## config.mk

```make
export PLATFORM = sky130hd
export DESIGN_NAME = cmd_pkt_rx
export DESIGN_NICKNAME = d
export VERILOG_FILES = /design/src/rtl/cmd_pkt_pkg.sv /design/src/rtl/cmd_len_check.sv /design/src/rtl/cmd_pay_buf.sv /design/src/rtl/cmd_gap_timer.sv /design/src/rtl/cmd_pkt_rx.sv
export SDC_FILE = /design/constraint.sdc
export NUM_CORES = 1
export LEC_CHECK = 0
export ABC_AREA = 1
export ABC_CLOCK_PERIOD_IN_PS = 2600
export BUFFER_PORTS_ARGS = -buffer_cell sky130_fd_sc_hd__buf_2
export CAP_MARGIN = 40
export CORE_MARGIN = 1
export CORE_UTILIZATION = 41
export CTS_BUF_LIST = sky130_fd_sc_hd__clkbuf_16
export DETAILED_ROUTE_END_ITERATION = 10
export PLACE_DENSITY = 0.62
export SYNTH_ARGS = -nofsm -noshare
export SYNTH_HDL_FRONTEND = slang
export SYNTH_SLANG_ARGS = --single-unit
```

## constraint.sdc

```tcl
create_clock -name clk -period 2.6 [get_ports clk]
set_clock_uncertainty 0.15 [all_clocks]
set_input_delay 0.39 -clock clk [delete_from_list [all_inputs] [get_ports clk]]
set_output_delay 0.39 -clock clk [all_outputs]
set_load 0.02 [all_outputs]
```

## src/rtl/cmd_pkt_pkg.sv

```systemverilog
package cmd_pkt_pkg;

  localparam logic [7:0] SYNC_BYTE = 8'hAA;
  localparam logic [7:0] RESP_NACK = 8'h02;
  localparam logic [7:0] RESP_NIMP = 8'hFF;
  localparam logic [7:0] OP_BOOT   = 8'h80;

  typedef enum logic [2:0] {
    ST_HUNT, ST_OPC, ST_LHI, ST_LLO, ST_PAY, ST_SKIP, ST_PEND
  } rx_state_t;

  typedef struct packed {
    logic       known;
    logic       at_least;
    logic [7:0] need;
  } len_rule_t;

  function automatic len_rule_t rule_for(input logic [7:0] op);
    len_rule_t r;
    r = '{known: 1'b1, at_least: 1'b0, need: 8'd0};
    case (op)
      8'h10, 8'h40, 8'h70, 8'h71, 8'h80: r.need = 8'd0;
      8'h21, 8'h45, 8'h46:               r.need = 8'd1;
      8'h16, 8'h20:                      r.need = 8'd2;
      8'h41:                             r.need = 8'd10;
      8'h14: begin
        r.need     = 8'd3;
        r.at_least = 1'b1;
      end
      default: r.known = 1'b0;
    endcase
    return r;
  endfunction

  function automatic logic len_fits(input len_rule_t r, input logic [7:0] n);
    return r.known && (r.at_least ? (n >= r.need) : (n == r.need));
  endfunction

endpackage

```

## src/rtl/cmd_len_check.sv

```systemverilog
module cmd_len_check
  import cmd_pkt_pkg::*;
#(
  parameter int MAX_PAY = 59
) (
  input  logic [7:0] op,
  input  logic [7:0] len_hi,
  input  logic [7:0] len_lo,
  output logic       hdr_bad,
  output logic       known,
  output logic       fits
);
  len_rule_t rule;

  always_comb begin
    rule    = rule_for(op);
    hdr_bad = (len_hi != 8'd0) || (int'(len_lo) > MAX_PAY);
    known   = rule.known;
    fits    = len_fits(rule, len_lo);
  end
endmodule

```

## src/rtl/cmd_pay_buf.sv

```systemverilog
module cmd_pay_buf #(
  parameter int DW = 8,
  parameter int AW = 6,
  localparam int DEPTH = 2 ** AW
) (
  input  logic          clk,
  input  logic          we,
  input  logic [AW-1:0] waddr,
  input  logic [DW-1:0] wdata,
  input  logic [AW-1:0] raddr,
  output logic [DW-1:0] rdata
);
  logic [DW-1:0] mem [DEPTH];

  always_ff @(posedge clk) begin
    if (we) mem[waddr] <= wdata;
    rdata <= mem[raddr];
  end
endmodule

```

## src/rtl/cmd_gap_timer.sv

```systemverilog
module cmd_gap_timer #(
  parameter int GAP_W = 16
) (
  input  logic             clk,
  input  logic             rst,
  input  logic             arm,
  input  logic             kick,
  input  logic [GAP_W-1:0] limit,
  output logic             expired
);
  logic [GAP_W-1:0] idle_cnt;

  always_ff @(posedge clk) begin
    if (rst || !arm || kick) idle_cnt <= '0;
    else if (idle_cnt != limit) idle_cnt <= idle_cnt + GAP_W'(1);
  end

  assign expired = arm && (limit != '0) && (idle_cnt == limit);
endmodule

```

## src/rtl/cmd_pkt_rx.sv

```systemverilog
module cmd_pkt_rx
  import cmd_pkt_pkg::*;
#(
  parameter int MAX_PKT   = 64,
  parameter int HDR_BYTES = 4,
  parameter int GAP_W     = 16,
  localparam int MAX_PAY  = MAX_PKT - HDR_BYTES - 1,
  localparam int LEN_W    = $clog2(MAX_PAY + 1)
) (
  input  logic             clk,
  input  logic             rst,
  input  logic [7:0]       rx_data,
  input  logic             rx_valid,
  input  logic [GAP_W-1:0] gap_limit,
  input  logic             cmd_ready,
  input  logic [LEN_W-1:0] rd_addr,
  output logic             cmd_valid,
  output logic [7:0]       cmd_opcode,
  output logic [LEN_W-1:0] cmd_len,
  output logic             cmd_no_ack,
  output logic [7:0]       rd_data,
  output logic             rej_pulse,
  output logic             nimp_pulse,
  output logic [7:0]       resp_code
);
  rx_state_t        st;
  logic [7:0]       op_r, hi_r;
  logic [LEN_W-1:0] lo_r, cnt;
  logic             skip_nimp;
  logic             hdr_bad, known, fits;
  logic             expired, arm, buf_we;

  cmd_len_check #(.MAX_PAY(MAX_PAY)) u_chk (
    .op(op_r), .len_hi(hi_r), .len_lo(rx_data),
    .hdr_bad(hdr_bad), .known(known), .fits(fits)
  );

  assign arm    = (st == ST_OPC) || (st == ST_LHI) || (st == ST_LLO) ||
                  (st == ST_PAY) || (st == ST_SKIP);
  assign buf_we = (st == ST_PAY) && rx_valid;

  cmd_gap_timer #(.GAP_W(GAP_W)) u_gap (
    .clk(clk), .rst(rst), .arm(arm), .kick(rx_valid),
    .limit(gap_limit), .expired(expired)
  );

  cmd_pay_buf #(.DW(8), .AW(LEN_W)) u_buf (
    .clk(clk), .we(buf_we), .waddr(cnt), .wdata(rx_data),
    .raddr(rd_addr), .rdata(rd_data)
  );

  always_ff @(posedge clk) begin
    if (rst) begin
      st         <= ST_HUNT;
      op_r       <= '0;
      hi_r       <= '0;
      lo_r       <= '0;
      cnt        <= '0;
      skip_nimp  <= 1'b0;
      cmd_valid  <= 1'b0;
      cmd_no_ack <= 1'b0;
      rej_pulse  <= 1'b0;
      nimp_pulse <= 1'b0;
      resp_code  <= RESP_NACK;
    end else begin
      rej_pulse  <= 1'b0;
      nimp_pulse <= 1'b0;
      case (st)
        ST_HUNT: if (rx_valid && rx_data == SYNC_BYTE) st <= ST_OPC;
        ST_OPC: begin
          if (rx_valid) begin
            op_r <= rx_data;
            st   <= ST_LHI;
          end else if (expired) st <= ST_HUNT;
        end
        ST_LHI: begin
          if (rx_valid) begin
            hi_r <= rx_data;
            st   <= ST_LLO;
          end else if (expired) st <= ST_HUNT;
        end
        ST_LLO: begin
          if (rx_valid) begin
            lo_r      <= rx_data[LEN_W-1:0];
            cnt       <= '0;
            skip_nimp <= !known;
            if (hdr_bad) begin
              rej_pulse <= 1'b1;
              resp_code <= RESP_NACK;
              st        <= ST_HUNT;
            end else if (fits) begin
              if (rx_data == 8'd0) begin
                cmd_valid  <= 1'b1;
                cmd_no_ack <= (op_r == OP_BOOT);
                st         <= ST_PEND;
              end else st <= ST_PAY;
            end else if (rx_data == 8'd0) begin
              rej_pulse  <= known;
              nimp_pulse <= !known;
              resp_code  <= known ? RESP_NACK : RESP_NIMP;
              st         <= ST_HUNT;
            end else st <= ST_SKIP;
          end else if (expired) st <= ST_HUNT;
        end
        ST_PAY: begin
          if (rx_valid) begin
            cnt <= cnt + LEN_W'(1);
            if (cnt == lo_r - LEN_W'(1)) begin
              cmd_valid  <= 1'b1;
              cmd_no_ack <= (op_r == OP_BOOT);
              st         <= ST_PEND;
            end
          end else if (expired) st <= ST_HUNT;
        end
        ST_SKIP: begin
          if (rx_valid) begin
            cnt <= cnt + LEN_W'(1);
            if (cnt == lo_r - LEN_W'(1)) begin
              rej_pulse  <= !skip_nimp;
              nimp_pulse <= skip_nimp;
              resp_code  <= skip_nimp ? RESP_NIMP : RESP_NACK;
              st         <= ST_HUNT;
            end
          end else if (expired) st <= ST_HUNT;
        end
        ST_PEND: begin
          if (cmd_ready) begin
            cmd_valid  <= 1'b0;
            cmd_no_ack <= 1'b0;
            st         <= ST_HUNT;
          end
        end
        default: st <= ST_HUNT;
      endcase
    end
  end

  assign cmd_opcode = op_r;
  assign cmd_len    = lo_r;

  AST_HOLD_WHILE_WAIT: assert property (@(posedge clk) disable iff (rst)
    cmd_valid && !cmd_ready |=> cmd_valid && $stable(cmd_opcode) &&
      $stable(cmd_len) && $stable(cmd_no_ack));
  AST_RELEASE_ON_READY: assert property (@(posedge clk) disable iff (rst)
    cmd_valid && cmd_ready |=> !cmd_valid);
  AST_NO_PULSE_PENDING: assert property (@(posedge clk) disable iff (rst)
    cmd_valid |-> !rej_pulse && !nimp_pulse);
  AST_STROBE_LEN_LEGAL: assert property (@(posedge clk) disable iff (rst)
    cmd_valid |-> len_fits(rule_for(cmd_opcode), 8'(cmd_len)));
  AST_PULSE_EXCLUSIVE: assert property (@(posedge clk) disable iff (rst)
    !(rej_pulse && nimp_pulse));
  AST_REJ_SINGLE: assert property (@(posedge clk) disable iff (rst)
    rej_pulse |=> !rej_pulse);
  AST_NIMP_SINGLE: assert property (@(posedge clk) disable iff (rst)
    nimp_pulse |=> !nimp_pulse);
  AST_BOOT_SILENT: assert property (@(posedge clk) disable iff (rst)
    cmd_valid |-> (cmd_no_ack == (cmd_opcode == OP_BOOT)));
endmodule

```

==> qor_table.md <==
| Group | Item | This run |
|:---|:---|:---|
| setup path | Critical-path cell list | inv_1, nand2_1, nor2_1, nand2_1, nand2_1, nor2_2, ha_1, inv_1, nor2_1, o21ai_0, nand3_1, nand2_1, nand2_1, nand2_2, nand2_1, nand2_2, nand2_1, nand3_1, a21oi_1 |
| place | Post-detailed-placement cell area | 25600 um^2 |
| yosys | Synth Instances | 2121 |
| power and ir drop | Leakage power total | 0.00951 uW |
| global routing | Number of antenna violations at the first check in global routing | 4 |
| power and ir drop | Fraction of power consumed by sequential logic | 52.1% |
| sta | Final critical path time including I/O delays and setup | 2390 ps |
| place | Port Buf Inserts | 66 |
| setup path | End of the worst register-to-register path | st[2]$_SDFFE_PP0P_ |
| sta | Peak clock frequency supported by timing | 419 MHz |
| run status | Result of the run | finished clean |
| setup path | R2r startpoint | cmd_opcode[5]$_SDFFE_PP0P_ |
| setup path | Slowest CP cell | dfxtp_1 |
| sta | Worst path setup slack after routing | 211 ps |
| setup path | Startpoint type of the worst setup path | register |
| place | Final GP Congestion | 0.896 |
| setup path | Largest stage delay on the critical path | 400 ps |
| job | Max-capacitance violation count | 0 |
| floorplanning | Total Die Area | 59000 um^2 |
| setup path | Register-to-Register Setup Slack | 210 ps |
| routing | DRC | 0 |
| setup path | Cell count along the critical path | 19 |
| yosys | Most area-hungry cell type in the Yosys netlist | edfxtp_1 |
| clock network | Num CTS Buffers | 58 |
| place | Inst Count DP | 2942 |
| routing | Vias | 17.0k |
| final layout | Final design instance area without fill | 27500 um^2 |
| global routing | Total grt overflow | 0 |
| yosys | Synthesis-stage register bit count | 573 |
| routing | Number of DRC violations after detailed-routing iteration 0 | 1910 |
| global routing | Vias in the first global route | 16.5k |
| power and ir drop | Net switching power of the design | 4380 uW |
| setup path | Maximum net fanout on the critical path | 5 |
| final layout | Finished Core Util | 48.4% |
| place | Placement Setup Slack | 192 ps |
| sta | Share of the clock period used by the worst path | 91.9% |
| sta | Final-report max-slew violation count | 0 |
| routing | Average detailed-routed wire length per instance | 21.1 um |
| global routing | Maximum number of pins on one net before global-route repair | 68 |
| yosys | Share of the synthesized area in the top cell type | 64.6% |
| final layout | Number of cells in the finished layout apart from fillers | 3056 |
| yosys | Compound-cell area share of the yosys netlist | 13.1% |
| floorplanning | Die X | 243 um |
| yosys | Seq/Total Area, Yosys | 69.7% |
| yosys | Syn. warnings | 0 |
| setup path | Type of the worst setup path | reg -> reg |
| power and ir drop | Worst vdd rail ir drop | 518 uV |
| yosys | Synthesized-area fraction occupied by and/or/nand/nor cells | 12.2% |
| yosys | Post-Syn Area per Cell | 11.2 um^2 |
| power and ir drop | Switching Fraction | 22.7% |
| floorplanning | Effective utilization at floorplan | 41.8% |
| final layout | Area growth, synth to finish | 15.6% |
| routing | Vias per inst | 5.57 |
| floorplanning | # rows | 87 |
| yosys | Net count after synthesis | 2161 |
| setup path | Worst setup path start | cmd_opcode[5]$_SDFFE_PP0P_ |
| global routing | Global routing's busiest layer | met2 |
| global routing | GR Layer Usage met2 | 34.3% |
| yosys | Share of synthesized cell area in full adder, half adder and majority cells | 0.315% |
| sta | Count of final setup violators | 0 |
| setup path | Delay-heaviest family, CP | simple AND/OR/NAND/NOR gates |
| sta | Worst Max-Slew Pin Slew | 806 ps |
| yosys | Cells taking the most area after synthesis | edfxtp_1 65%, nor2_1 7.0%, o21ai_0 6.8%, dfxtp_1 5.1%, o22ai_1 3.4% |
| routing | Number of routed nets with antenna violations | 0 |
| yosys | Synth async-reset ratio | 0% |
| setup path | Category of the worst setup path capture point | register |
| yosys | Post-synthesis cell area | 23800 um^2 |
| clock network | CTS tree | done |
| power and ir drop | Logic gate share of total power | 5.7% |
| global routing | Wire length of the first global-routing pass | 98700 um |
| setup path | Arrival @ worst endpoint | 2740 ps |
| routing | Number of iterations in the first detailed-routing pass | 5 |
| setup path | Crit-path most repeated cell | nand2_1 |
| yosys | Area share of xor/xnor cells in the synthesized design | 0.920% |
| global routing | Global-route total usage across every layer | 21.8% |
| setup path | Number of buffers and inverters on the critical path | 2 |
| clock network | Maximum number of buffers from clock root to sink | 3 |
| yosys | Combinational family with the most area after synthesis | compound AO/OA/AOI/OAI gates |
| clock network | Root Buffer Master | clkbuf_16 |
| global routing | Met3 track demand over resource in global routing | 4.04% |
| yosys | Predominant post-synthesis flop cell | edfxtp_1 |
| power and ir drop | Share of power burned in the clock network | 42.2% |
| yosys | Count of distinct cell types in the synthesized netlist | 39 |
| power and ir drop | Total power divided by cell area | 700 nW/um^2 |
| clock network | Clock transition at path regs | 60 ps |
| setup path | Critical path endpoint | st[2]$_SDFFE_PP0P_ |
| global routing | Met1 usage in global routing | 30.7% |
| setup path | Required time of the critical path | 2950 ps |
| hold path | Path class of the lowest-slack min-delay path | in -> reg |
| clock network | Number of buffers inserted to repair setup after CTS | 0 |
| final layout | Fill cells | 5075 |
| clock network | Source-to-sink clock delay at the later pin of the worst-skew pair | 650 ps |
| floorplanning | Floorplan core area | 56900 um^2 |
| floorplanning | Top Ports | 68 |
| floorplanning | Die outline height | 243 um |
| final layout | Layout net count | 2290 |
| yosys | Number of flops mapped to enable cells by yosys | 512 |
| sta | Worst-case headroom to the max-slew limit | 46.2% |
| final layout | Share of post-route cells with drive strength above 1 | 12.5% |
| power and ir drop | Overall power after layout | 19300 uW |
| routing | Overall routed net length | 64600 um |
| sta | Final hold viol count | 0 |
| clock network | H-tree levels | 2 |
| power and ir drop | Internal cell power | 14900 uW |
| place | Final HPWL from detailed placement | 39700 um |
| clock network | Clock tree sinks | 573 |
| setup path | Number of cell instances on the worst register-to-register path | 19 |
| yosys | Multiplexer share of the synthesized area | 0% |
[cell families after synthesis]
family,count (synthesis)
compound gates,573
xor+xnor,25
fa+ha+maj,6
buf+inv,206
flops,573
other cells,1
simple gates,737
[layout by cell type (no fill, tap or decap), types with 3 or more instances in the layout]
master,count
clkinvlp_4,6
nor3_1,11
nor2_1,439
clkbuf_16,58
edfxtp_1,512
nor4_1,3
nor2_2,4
o21ai_1,26
dfxtp_1,61
buf_2,64
o22ai_1,131
xnor2_1,6
bufinv_16,5
xor2_1,19
buf_12,13
clkinv_2,9
buf_4,115
clkinv_1,15
dlygate4sd3_1,4
inv_1,89
o21ai_0,322
a21oi_1,63
o221ai_1,4
nand3_1,48
nand4_1,11
o211ai_1,20
nand2_1,212
ha_1,6
[synthesized netlist by cell type, types with 19 or more instances]
master	instances
a21oi_1	64
buf_2	33
clkbuf_1	76
dfxtp_1	61
edfxtp_1	512
inv_1	75
nand2_1	214
nand3_1	48
nor2_1	442
o211ai_1	20
o21ai_0	322
o21ai_1	27
o22ai_1	131
xor2_1	19
[layout make-up]
| type | instances | area (um^2) | share of cell area (%) |
|---|---|---|---|
| well taps | 756 | 946 | 3.44 |
| flip-flops and latches | 573 | 16600 | 60.3 |
| multi-input cells | 1342 | 6330 | 23.0 |
| repair buffers | 197 | 1500 | 5.43 |
| clock buffers | 58 | 1450 | 5.27 |
| inverters | 78 | 299 | 1.09 |
| diodes | 1 | 2.50 | 0.00909 |
| clock inverters | 51 | 403 | 1.46 |
[timing repair]
item | CTS | global route
resized for setup | 0 | 7
hold buffers | 4 | 0
hold endpoints to repair | 10 | 0
endpoints found under the setup margin | 0 | 5
[metal layers]
| layer | wire [um] | vias up |
|---|---|---|
| met1 | 27900 | 8342 |
| met3 | 5440 | 123 |
| met5 | 26 | - |
| met4 | 1660 | 4 |
| li1 | - | 7862 |
| met2 | 29500 | 680 |
[worst reg2reg max path: cells and delay by family (launching register included)]
kind | cells | cell delay [ps]
AND/OR/NAND/NOR | 14 | 1100
AO/OA/AOI/OAI | 2 | 190
adder cells (fa/ha/maj) | 1 | 260
buffers and inverters | 2 | 160
flip-flops | 1 | 400
[metrics by stage]
step | hold WS (ps) | TNS, ps
2_1_floorplan | 289 | 0
3_5_place_dp | 311 | 0
5_1_grt | 27.0 | -1.19
3_3_place_gp | 298 | 0
6_report | 35.4 | 0
4_1_cts | 0.325 | 0
[worst min-delay path by stage]
stage | from | endpoint | cells past startpoint
finish | rd_addr[5] | u_buf.rdata[0]$_DFF_P_ | 3
global route | rd_addr[5] | u_buf.rdata[0]$_DFF_P_ | 3
CTS | rd_addr[5] | u_buf.rdata[0]$_DFF_P_ | 3
detailed placement | cmd_no_ack$_SDFFE_PP0P_ | cmd_no_ack$_SDFFE_PP0P_ | 2
global placement | cmd_valid$_SDFFE_PP0P_ | cmd_valid$_SDFFE_PP0P_ | 2
floorplan | skip_nimp$_SDFFE_PP0P_ | nimp_pulse$_SDFF_PP0_ | 2
[flip-flops by register name (all words and copies together) (netlist names)]
register / count
cmd_len: 6
cmd_no_ack: 1
cmd_opcode: 8
cmd_valid: 1
cnt: 6
hi_r: 8
nimp_pulse: 1
rej_pulse: 1
resp_code: 1
skip_nimp: 1
st: 3
u_buf.mem: 512
u_buf.rdata: 8
u_gap.idle_cnt: 16
[power by group through the flow]
stage | sequential [uW] | combinational (uW) | clock [uW]
after floorplan | 10300 | 549 | 0
after global placement | 10200 | 1070 | 0
after detailed placement | 10200 | 1090 | 0
after CTS | 10000 | 1100 | 8260
after global routing | 10000 | 1200 | 8620
final | 10000 | 1100 | 8130
No activity file was read; power rests on OpenSTA's default activity.
